File: src/rtl/fcls_pkg.sv
package fcls_pkg;

  localparam int CLASS_W = 10;

  localparam int CLS_NEG_INF  = 0;
  localparam int CLS_NEG_NORM = 1;
  localparam int CLS_NEG_SUB  = 2;
  localparam int CLS_NEG_ZERO = 3;
  localparam int CLS_POS_ZERO = 4;
  localparam int CLS_POS_SUB  = 5;
  localparam int CLS_POS_NORM = 6;
  localparam int CLS_POS_INF  = 7;
  localparam int CLS_SNAN     = 8;
  localparam int CLS_QNAN     = 9;

  typedef struct packed {
    logic sgn;
    logic exp_ones;
    logic exp_zero;
    logic frac_zero;
    logic frac_msb;
  } fp_feat_t;

endpackage

File: src/rtl/fcls_extract.sv
module fcls_extract
  import fcls_pkg::*;
#(
  parameter int EXP_W  = 8,
  parameter int FRAC_W = 23,
  localparam int FMT_W = 1 + EXP_W + FRAC_W
) (
  input  logic [FMT_W-1:0] word,
  output fp_feat_t         feat
);

  logic [EXP_W-1:0]  exp_f;
  logic [FRAC_W-1:0] frac_f;

  assign exp_f  = word[FMT_W-2:FRAC_W];
  assign frac_f = word[FRAC_W-1:0];

  always_comb begin
    feat.sgn       = word[FMT_W-1];
    feat.exp_ones  = &exp_f;
    feat.exp_zero  = ~|exp_f;
    feat.frac_zero = ~|frac_f;
    feat.frac_msb  = frac_f[FRAC_W-1];
  end

endmodule

File: src/rtl/fcls_decode.sv
module fcls_decode
  import fcls_pkg::*;
(
  input  fp_feat_t             feat,
  output logic [CLASS_W-1:0]   mask
);

  always_comb begin
    mask = '0;
    if (feat.exp_ones) begin
      if (feat.frac_zero)
        mask[feat.sgn ? CLS_NEG_INF : CLS_POS_INF] = 1'b1;
      else if (feat.frac_msb)
        mask[CLS_QNAN] = 1'b1;
      else
        mask[CLS_SNAN] = 1'b1;
    end else if (feat.exp_zero) begin
      if (feat.frac_zero)
        mask[feat.sgn ? CLS_NEG_ZERO : CLS_POS_ZERO] = 1'b1;
      else
        mask[feat.sgn ? CLS_NEG_SUB : CLS_POS_SUB] = 1'b1;
    end else begin
      mask[feat.sgn ? CLS_NEG_NORM : CLS_POS_NORM] = 1'b1;
    end
  end

endmodule

File: src/rtl/fcls_dnan.sv
module fcls_dnan #(
  parameter int EXP_W  = 8,
  parameter int FRAC_W = 23,
  parameter int OUT_W  = 64,
  localparam int FMT_W = 1 + EXP_W + FRAC_W
) (
  output logic [OUT_W-1:0] nan_word
);

  logic [FMT_W-1:0] pattern;

  assign pattern  = {1'b0, {EXP_W{1'b1}}, 1'b1, {(FRAC_W-1){1'b0}}};
  assign nan_word = OUT_W'(pattern);

endmodule

File: src/rtl/fclass_unit.sv
module fclass_unit
  import fcls_pkg::*;
#(
  parameter int DATA_W    = 64,
  parameter int SP_EXP_W  = 8,
  parameter int SP_FRAC_W = 23,
  parameter int DP_EXP_W  = 11,
  parameter int DP_FRAC_W = 52
) (
  input  logic              clk,
  input  logic              rst,
  input  logic              in_valid,
  input  logic              fmt_dbl,
  input  logic [DATA_W-1:0] operand,
  output logic              out_valid,
  output logic [DATA_W-1:0] res_class,
  output logic [DATA_W-1:0] res_dnan
);

  localparam int NUM_FMT = 2;
  localparam int EXP_W_A[NUM_FMT]  = '{SP_EXP_W, DP_EXP_W};
  localparam int FRAC_W_A[NUM_FMT] = '{SP_FRAC_W, DP_FRAC_W};

  fp_feat_t          feat_a [NUM_FMT];
  logic [DATA_W-1:0] nan_a  [NUM_FMT];

  for (genvar g = 0; g < NUM_FMT; g++) begin : g_fmt
    localparam int EW = EXP_W_A[g];
    localparam int FW = FRAC_W_A[g];
    localparam int TW = 1 + EW + FW;

    fcls_extract #(.EXP_W(EW), .FRAC_W(FW)) u_extract (
      .word (operand[TW-1:0]),
      .feat (feat_a[g])
    );

    fcls_dnan #(.EXP_W(EW), .FRAC_W(FW), .OUT_W(DATA_W)) u_dnan (
      .nan_word (nan_a[g])
    );
  end

  fp_feat_t           feat_sel;
  logic [CLASS_W-1:0] mask_c;

  assign feat_sel = fmt_dbl ? feat_a[1] : feat_a[0];

  fcls_decode u_decode (
    .feat (feat_sel),
    .mask (mask_c)
  );

  always_ff @(posedge clk) begin
    if (rst) begin
      out_valid <= 1'b0;
      res_class <= '0;
      res_dnan  <= '0;
    end else begin
      out_valid <= in_valid;
      if (in_valid) begin
        res_class <= DATA_W'(mask_c);
        res_dnan  <= fmt_dbl ? nan_a[1] : nan_a[0];
      end
    end
  end

endmodule

File: config.mk
export PLATFORM = sky130hd
export DESIGN_NAME = fclass_unit
export DESIGN_NICKNAME = d
export VERILOG_FILES = /design/src/rtl/fcls_pkg.sv /design/src/rtl/fcls_extract.sv /design/src/rtl/fcls_decode.sv /design/src/rtl/fcls_dnan.sv /design/src/rtl/fclass_unit.sv
export SDC_FILE = /design/constraint.sdc
export NUM_CORES = 1
export LEC_CHECK = 0
export ABC_AREA = 1
export CORE_ASPECT_RATIO = 0.6
export CORE_MARGIN = 2
export CORE_UTILIZATION = 30
export DETAILED_ROUTE_END_ITERATION = 8
export PLACE_DENSITY_LB_ADDON = 0.3
export SLEW_MARGIN = 30
export SYNTH_ARGS = -nofsm -noshare
export SYNTH_HDL_FRONTEND = slang
export SYNTH_HIERARCHICAL = 1
export SYNTH_SLANG_ARGS = --single-unit
File: constraint.sdc
create_clock -name clk -period 3 [get_ports clk]
set_input_delay 0.9 -clock clk [delete_from_list [all_inputs] [get_ports clk]]
set_output_delay 0.9 -clock clk [all_outputs]
set_load 0.005 [all_outputs]
==> impl_metrics.yaml, run 1 <==
route:
  drt.antenna.violating_nets: 0
  drtPass1Iterations: 4
  wire_per_inst_um: 8.92
  via_per_inst: 3.51
  wl_mm: 11.5
  vias: 4522
  drc: 0
  drt_iter0_drc: 179
clocking:
  htreeDepth: 3
  cts_setup_buffers: 0
  root_buffer: "clkbuf_16"
  cts_tree: "yes"
  cts_hold_buf: 0
  cts_made_buffers: 9
  cts_buffer_depth: 2
  clk_latency_ps: 320
  path_clk_slew_ps: 60
  cts_resized: 0
  clkSinkCount: 75
worst_setup_path:
  max_stage_delay_ps: 490
  cp.required_ps: 3220
  end_kind: "flip-flop"
  critical-path-top-delay-family: "simple AND/OR/NAND/NOR gates"
  crit_top_cell: "nor2_1"
  start_kind: "input pin"
  cp_data_arrival_time_ps: 2550
  worst-path-buf-inv: 2
  slowest_stage: "clkdlybuf4s50_1"
  criticalPathCategory: "in2reg"
  crit_fanout: 3
  crit_chain: "clkdlybuf4s50_1 -> nor2_1 -> nand2_1 -> nor2_1 -> nand3_1 -> nor2_2 -> nand2_1 -> o21ai_0 -> inv_1 -> nand2_1 -> nor2_1 -> nor2_1 -> nor2_1"
cells_and_area:
  final_area_mm2: 0.00674
  fin_nets: 1112
  syn2layout_area_growth_pct: 20.2
  antenna_cells: 0
  fillCellCount: 1996
  layout_common_cells: "nor2_1, conb_1, nand2_1, clkdlybuf4s50_1, inv_1"
  stdcell_count: 1288
  layout-drive-gt1-share: 0.0267
  utilization: 0.370
  final_common_cell: "nor2_1"
timing:
  worst_pin_slew_ps: 622
  period_needed_ps: 2340
  hold_violations: 0
  fin_skew_ps: 0
  period_share: 0.779
  rsz0062_at_grt: "false"
  fmax_mhz: 428
  setup_ws_ps: 663
  setup_viol: 0
  slew_headroom: 0.585
  fin_setup_tns_ps: 0
  drv_slew: 0
placed_design:
  gp_congestion: 0.727
  dp.cells: 1273
  place_ws_ps: 321
  port_buffers: 142
  hpwlAfterDp_mm: 8.06
  dpl_cell_area_mm2: 0.00647
synth:
  synth_cell_types: 20
  ys_seq_area_frac: 0.267
  syn-cell-area_mm2: 0.00561
  syn_area_per_cell_um2: 6.02
  ys_ff_latch: 75
  ys.warnings.count: 6
  syn_inst: 932
global_route:
  grt_max_degree: 75
  grt_pass1_vias: 4042
  grt-ovfl-total: 0
  antenna_found_initial: 0
  grt_pass1_wl_mm: 19.5
  grt_usage: 0.120
floorplan:
  row_count: 38
  die_area_mm2: 0.0199
  core_mm2: 0.0182
  initial_core_util: 0.308
  dieWidth_um: 181
  ioPinCount: 197
  die_h_um: 110
status:
  outcome: "complete, no violations"
power:
  ir_drop_uv: 201
  power_density_mw_per_mm2: 395
  leakagePower_nw: 3.19
job:
  maxCapViolCount: 0
min_path:
  hold_class: "reg2reg"
==> registers in the layout, summed over array words and instances (netlist names) <==
register,count
out_valid,1
res_dnan,64
res_class,10
==> Yosys cell counts, drive strengths merged <==
master	instances	share of area
and2	1	0.0011
and3	1	0.0011
buf	214	0.28
clkbuf	11	0.0078
conb	5	0.0033
dfxtp	75	0.27
inv	96	0.064
nand2	167	0.11
nand3	3	0.0027
nand4	5	0.0056
nor2	271	0.18
nor3	4	0.0036
o21ai	79	0.070
==> final timing paths <==
path / cells past startpoint / startpoint / slack, ps / end
min: 2 / res_dnan[38]$_SDFFE_PP0P_ / 500 / res_dnan[38]$_SDFFE_PP0P_
max: 13 / operand[23] / 660 / res_class[8]$_SDFFE_PP0P_
min reg2reg: 2 / res_dnan[38]$_SDFFE_PP0P_ / 500 / res_dnan[38]$_SDFFE_PP0P_
max reg2reg: 2 / res_dnan[50]$_SDFFE_PP0P_ / 2340 / res_dnan[50]$_SDFFE_PP0P_
==> layout make-up <==
cell class	instances	area, µm²	area share
Multi-Input combinational cell	713	2810	0.416
Timing Repair Buffer	149	1510	0.223
Sequential cell	75	1500	0.223
Inverter	96	360	0.0534
Tap cell	240	300	0.0445
Clock buffer	10	239	0.0354
Clock inverter	5	30.0	0.00445
==> where the power goes <==
part           switching [mW]  leakage (nW)  internal, mW
clock network           0.429         0.130         0.574
registers              0.0354         0.623          1.07
logic                   0.267          2.44         0.290
total                   0.731          3.19          1.93
==> layer usage <==
metal / wire length, µm / global-route usage / up-vias
met3: 474 / 0.0348 / 9
met1: 6280 / 0.171 / 1817
met2: 4640 / 0.177 / 73
met5: 0 / 0 / -
met4: 97 / 0.0311 / 0
li1: - / - / 2623
==> worst register-to-register path, cell delays in order, from the launching register on <==
cell and delay, ps:
dfxtp_1 320, o21ai_0 170, nor2_1 60
==> logic make-up after synthesis <==
| kind of cell | Yosys count | synth area share |
|---|---|---|
| AND/OR/NAND/NOR | 452 | 0.308 |
| buffers and inverters | 321 | 0.351 |
| AO/OA/AOI/OAI | 79 | 0.0704 |
| flip-flops | 75 | 0.267 |
| other | 5 | 0.00334 |
==> per-stage QoR <==
stage               total power [mW]  hold slack (ps)
finish                          2.66              501
global route                    2.85              541
CTS                             2.72              509
detailed placement              1.68              487
global placement                1.68              479
floorplan                       1.58              487
Note: power is estimated with default switching activity, not from simulation.
==> run 2: changes to the inputs <==
clock period = 1.85 ns   (was 3 ns; I/O delays follow)
==> impl_metrics.yaml, run 2 (synthesis results as in run 1) <==
status:
  outcome: "complete, no violations"
cells_and_area:
  stdcell_count: 1300
  largest-register: "res_dnan"
  largest_reg_flops: 64
  fillCellCount: 2007
  utilization: 0.387
  antenna_cells: 0
  final_common_cell: "nor2_1"
  fin_nets: 1123
  layout-drive-gt1-share: 0.0528
  reg_top3: "res_dnan x64, res_class x10, out_valid x1"
  syn2layout_area_growth_pct: 25.6
  layout_common_cells: "nor2_1, conb_1, nand2_1, inv_1, clkdlybuf4s50_1"
worst_setup_path:
  criticalPathCategory: "reg2out"
  slowest_stage: "clkdlybuf4s50_1"
  max_stage_delay_ps: 530
  r2r_start: "res_dnan[46]$_SDFFE_PP0P_"
  end_kind: "output port"
  startpoint: "res_class[9]$_SDFFE_PP0P_"
  cp.required_ps: 1290
  crit_chain: "clkdlybuf4s50_1"
  crit_fanout: 2
  cp_data_arrival_time_ps: 1220
  worst-path-buf-inv: 1
  start_kind: "flip-flop"
  critical-path-top-delay-family: "buffers and inverters"
floorplan:
  ioPinCount: 197
  die_area_mm2: 0.0199
  core_mm2: 0.0182
  die_h_um: 110
  initial_core_util: 0.308
  dieWidth_um: 181
  row_count: 38
route:
  drtPass1Iterations: 4
  drt_iter0_drc: 230
  wire_per_inst_um: 9.18
  vias: 4658
  drt.antenna.violating_nets: 0
  via_per_inst: 3.58
  wl_mm: 11.9
  drc: 0
timing:
  fin_setup_tns_ps: 0
  period_share: 0.962
  period_needed_ps: 1780
  fin_skew_ps: 0
  fmax_mhz: 562
  setup_viol: 0
  hold_violations: 0
  drv_slew: 0
clocking:
  htreeDepth: 3
  clk_latency_ps: 330
  clkSinkCount: 75
  cts_tree: "yes"
  cts_setup_buffers: 0
  cts_made_buffers: 9
  cts_hold_buf: 0
  path_clk_slew_ps: 60
  root_buffer: "clkbuf_16"
  cts_buffer_depth: 2
global_route:
  grt_pass1_wl_mm: 19.8
  antenna_found_initial: 0
  grt_pass1_vias: 4099
  grt-ovfl-total: 0
  grt_usage: 0.124
  grt_max_degree: 42
job:
  maxCapViolCount: 0
placed_design:
  dp.cells: 1285
  port_buffers: 142
  hpwlAfterDp_mm: 8.60
  gp_congestion: 0.747
power:
  leakagePower_nw: 3.67
  ir_drop_uv: 385
  power_density_mw_per_mm2: 647
min_path:
  hold_class: "reg2reg"
  hold_start: "res_dnan[35]$_SDFFE_PP0P_"
-- run 2: path summary, 6_finish.rpt --
kind / slack, ps / depth (start not counted) / endpoint
min reg2reg: 500 / 2 / res_dnan[35]$_SDFFE_PP0P_
max reg2reg: 1190 / 2 / res_dnan[46]$_SDFFE_PP0P_
min: 500 / 2 / res_dnan[35]$_SDFFE_PP0P_
max: 70 / 1 / res_class[9]
-- run 2: what timing repair did --
action	CTS	global route
pin swaps	10	43
gates resized for setup	13	55
endpoints found under the setup margin	9	11
-- run 2: area by class of cell --
| cell class | count | area (µm²) | share of cell area |
|---|---|---|---|
| Sequential cell | 75 | 1500 | 0.213 |
| Clock inverter | 5 | 60.1 | 0.00852 |
| Inverter | 96 | 360 | 0.0511 |
| Tap cell | 240 | 300 | 0.0426 |
| Multi-Input combinational cell | 713 | 2850 | 0.405 |
| Timing Repair Buffer | 160 | 1720 | 0.244 |
| Clock buffer | 11 | 253 | 0.0359 |
-- run 2: power by group --
group / switching (mW) / total, mW / leakage (nW) / internal (mW)
Clock: 0.735 / 1.86 / 0.152 / 1.12
Combinational: 0.443 / 0.914 / 2.89 / 0.472
Sequential: 0.0587 / 1.79 / 0.623 / 1.73
Total: 1.24 / 4.56 / 3.67 / 3.33
-- run 2: per-stage QoR --
stage / instance area, µm² / hold slack [ps] / setup slack, ps / total power [mW]
final: 7050 / 498 / 71.0 / 4.56
after global placement: 6600 / 481 / -574 / 2.75
after global routing: 7050 / 528 / -64.3 / 4.87
after floorplan: 6280 / 487 / 248 / 2.56
after CTS: 6910 / 503 / 0.579 / 4.65
after detailed placement: 6600 / 486 / -580 / 2.75
-- run 2: routing by layer --
layer,vias to the layer above,GRT usage,share of wire
met5,-,0,0
met4,0,0.0351,0.013
met3,15,0.0321,0.039
met2,81,0.184,0.41
met1,1910,0.176,0.54
li1,2652,-,-
==> run 3: changes to the inputs <==
clock period = 2.2 ns   (was 1.85 ns; I/O delays follow)
==> impl_metrics.yaml, run 3 (synthesis results as in run 1) <==
timing:
  period_needed_ps: 2060
  period_share: 0.934
  fmax_mhz: 487
  setup_viol: 0
  fin_skew_ps: 0
  fin_setup_tns_ps: 0
  rsz0062_at_grt: "false"
  hold_violations: 0
  drv_slew: 0
power:
  p_int_mw: 3.00
  clkPwrFrac: 0.435
  p_sw_mw: 1.03
  pwr-share-comb: 0.191
  ir_drop_uv: 298
  swShare: 0.255
  p_seq_frac: 0.374
  leakagePower_nw: 3.28
  power_density_mw_per_mm2: 583
placed_design:
  hpwlAfterDp_mm: 8.28
  dpl_cell_area_mm2: 0.00654
  port_buffers: 142
  gp_congestion: 0.757
worst_setup_path:
  worst-path-buf-inv: 3
  slowest_stage: "clkdlybuf4s50_1"
  cp_data_arrival_time_ps: 2280
  crit_fanout: 3
  criticalPathCategory: "in2reg"
  start_kind: "input pin"
  end_kind: "flip-flop"
  crit_top_cell: "nand2_1"
  critical-path-top-delay-family: "simple AND/OR/NAND/NOR gates"
  max_stage_delay_ps: 450
  crit_chain: "clkdlybuf4s50_1 -> inv_1 -> nand2_1 -> nor2_1 -> nand2_1 -> nor2_2 -> nand2_1 -> nor2_2 -> nand2_1 -> o21ai_4 -> inv_1 -> nand2_1 -> nor2_1 -> nor2_1 -> nor2_1"
  cp.required_ps: 2420
global_route:
  grt_max_degree: 87
  grt_pass1_vias: 4009
  grt-ovfl-total: 0
  antenna_found_initial: 0
  grt_pass1_wl_mm: 19.5
  grt_usage: 0.122
floorplan:
  initial_core_util: 0.308
  ioPinCount: 197
  row_count: 38
  die_area_mm2: 0.0199
  core_mm2: 0.0182
  die_h_um: 110
  dieWidth_um: 181
min_path:
  hold_class: "reg2reg"
cells_and_area:
  layout_common_cells: "nor2_1, conb_1, nand2_1, clkdlybuf4s50_1, inv_1"
  largest-register: "res_dnan"
  syn2layout_area_growth_pct: 23.0
  fillCellCount: 1926
  utilization: 0.379
  layout-drive-gt1-share: 0.0378
  multi_input_area_mm2: 0.00282
  final_common_cell: "nor2_1"
  regArea_mm2: 0.00150
  reg_top3: "res_dnan x64, res_class x10, out_valid x1"
  final_area_mm2: 0.00691
  fin_nets: 1121
  largest_reg_flops: 64
  antenna_cells: 0
clocking:
  root_buffer: "clkbuf_16"
  clk_latency_ps: 330
  cts_tree: "yes"
  cts_made_buffers: 9
  cts_buffer_depth: 2
  cts_setup_buffers: 0
  path_clk_slew_ps: 60
  htreeDepth: 3
  clkSinkCount: 75
route:
  wire_per_inst_um: 8.99
  drc: 0
  via_per_inst: 3.55
  drt.antenna.violating_nets: 0
  drt_iter0_drc: 209
  vias: 4614
  wl_mm: 11.7
  drtPass1Iterations: 4
status:
  outcome: "complete, no violations"
job:
  maxCapViolCount: 0
==> run 3: tightest hold or removal path, delay by kind of cell, from the launching register on <==
family / cells / cell delay [ps]
AOI/OAI and AO/OA: 1 / 60
DFF: 1 / 330
and+or+nand+nor: 1 / 80
==> run 3: timing repair <==
item | in CTS | in global routing
hold buffers | 0 | 0
setup endpoints to repair | 0 | 8
resized for setup | 0 | 4
==> run 3: per-stage QoR <==
| step | hold WS, ps | total power [mW] | std cells | setup WS [ps] |
|---|---|---|---|---|
| 6_report | 497 | 4.03 | 1298 | 145 |
| 5_1_grt | 525 | 4.29 | 1298 | 0.274 |
| 4_1_cts | 504 | 4.09 | 1298 | 7.08 |
| 3_5_place_dp | 487 | 2.30 | 1282 | -337 |
| 3_3_place_gp | 481 | 2.30 | 1282 | -338 |
| 2_1_floorplan | 487 | 2.15 | 1109 | 493 |
==> run 3: final timing paths <==
check                                 start                   endpoint  slack [ps]  cells after the start
setup reg to reg  res_dnan[62]$_SDFFE_PP0P_  res_dnan[62]$_SDFFE_PP0P_        1540                      2
setup / recovery                operand[25]  res_class[8]$_SDFFE_PP0P_         140                     15
hold / removal    res_dnan[37]$_SDFFE_PP0P_  res_dnan[37]$_SDFFE_PP0P_         500                      2
hold reg to reg   res_dnan[37]$_SDFFE_PP0P_  res_dnan[37]$_SDFFE_PP0P_         500                      2
==> run 3: per-layer routing <==
layer  wire (µm)  track usage  vias up
met3         550       0.0371       10
met2        4550        0.179       89
met4          85       0.0271        0
met5           0            0        -
li1            -            -     2650
met1        6490        0.173     1865
==> run 3: area by class of cell <==
type	count	share of cell area
inverter	96	0.0522
tap	240	0.0435
sequential	75	0.217
timing repair buffer	158	0.228
multi-input combinational	713	0.408
clock inverter	6	0.0161
clock buffer	10	0.0346
==> run 3: power groups by stage <==
| stage | Combinational [mW] | Clock (mW) | Sequential [mW] |
|---|---|---|---|
| final | 0.768 | 1.75 | 1.51 |
| after global placement | 0.761 | 0 | 1.54 |
| after CTS | 0.770 | 1.81 | 1.51 |
| after global routing | 0.889 | 1.88 | 1.52 |
| after floorplan | 0.616 | 0 | 1.53 |
| after detailed placement | 0.765 | 0 | 1.54 |
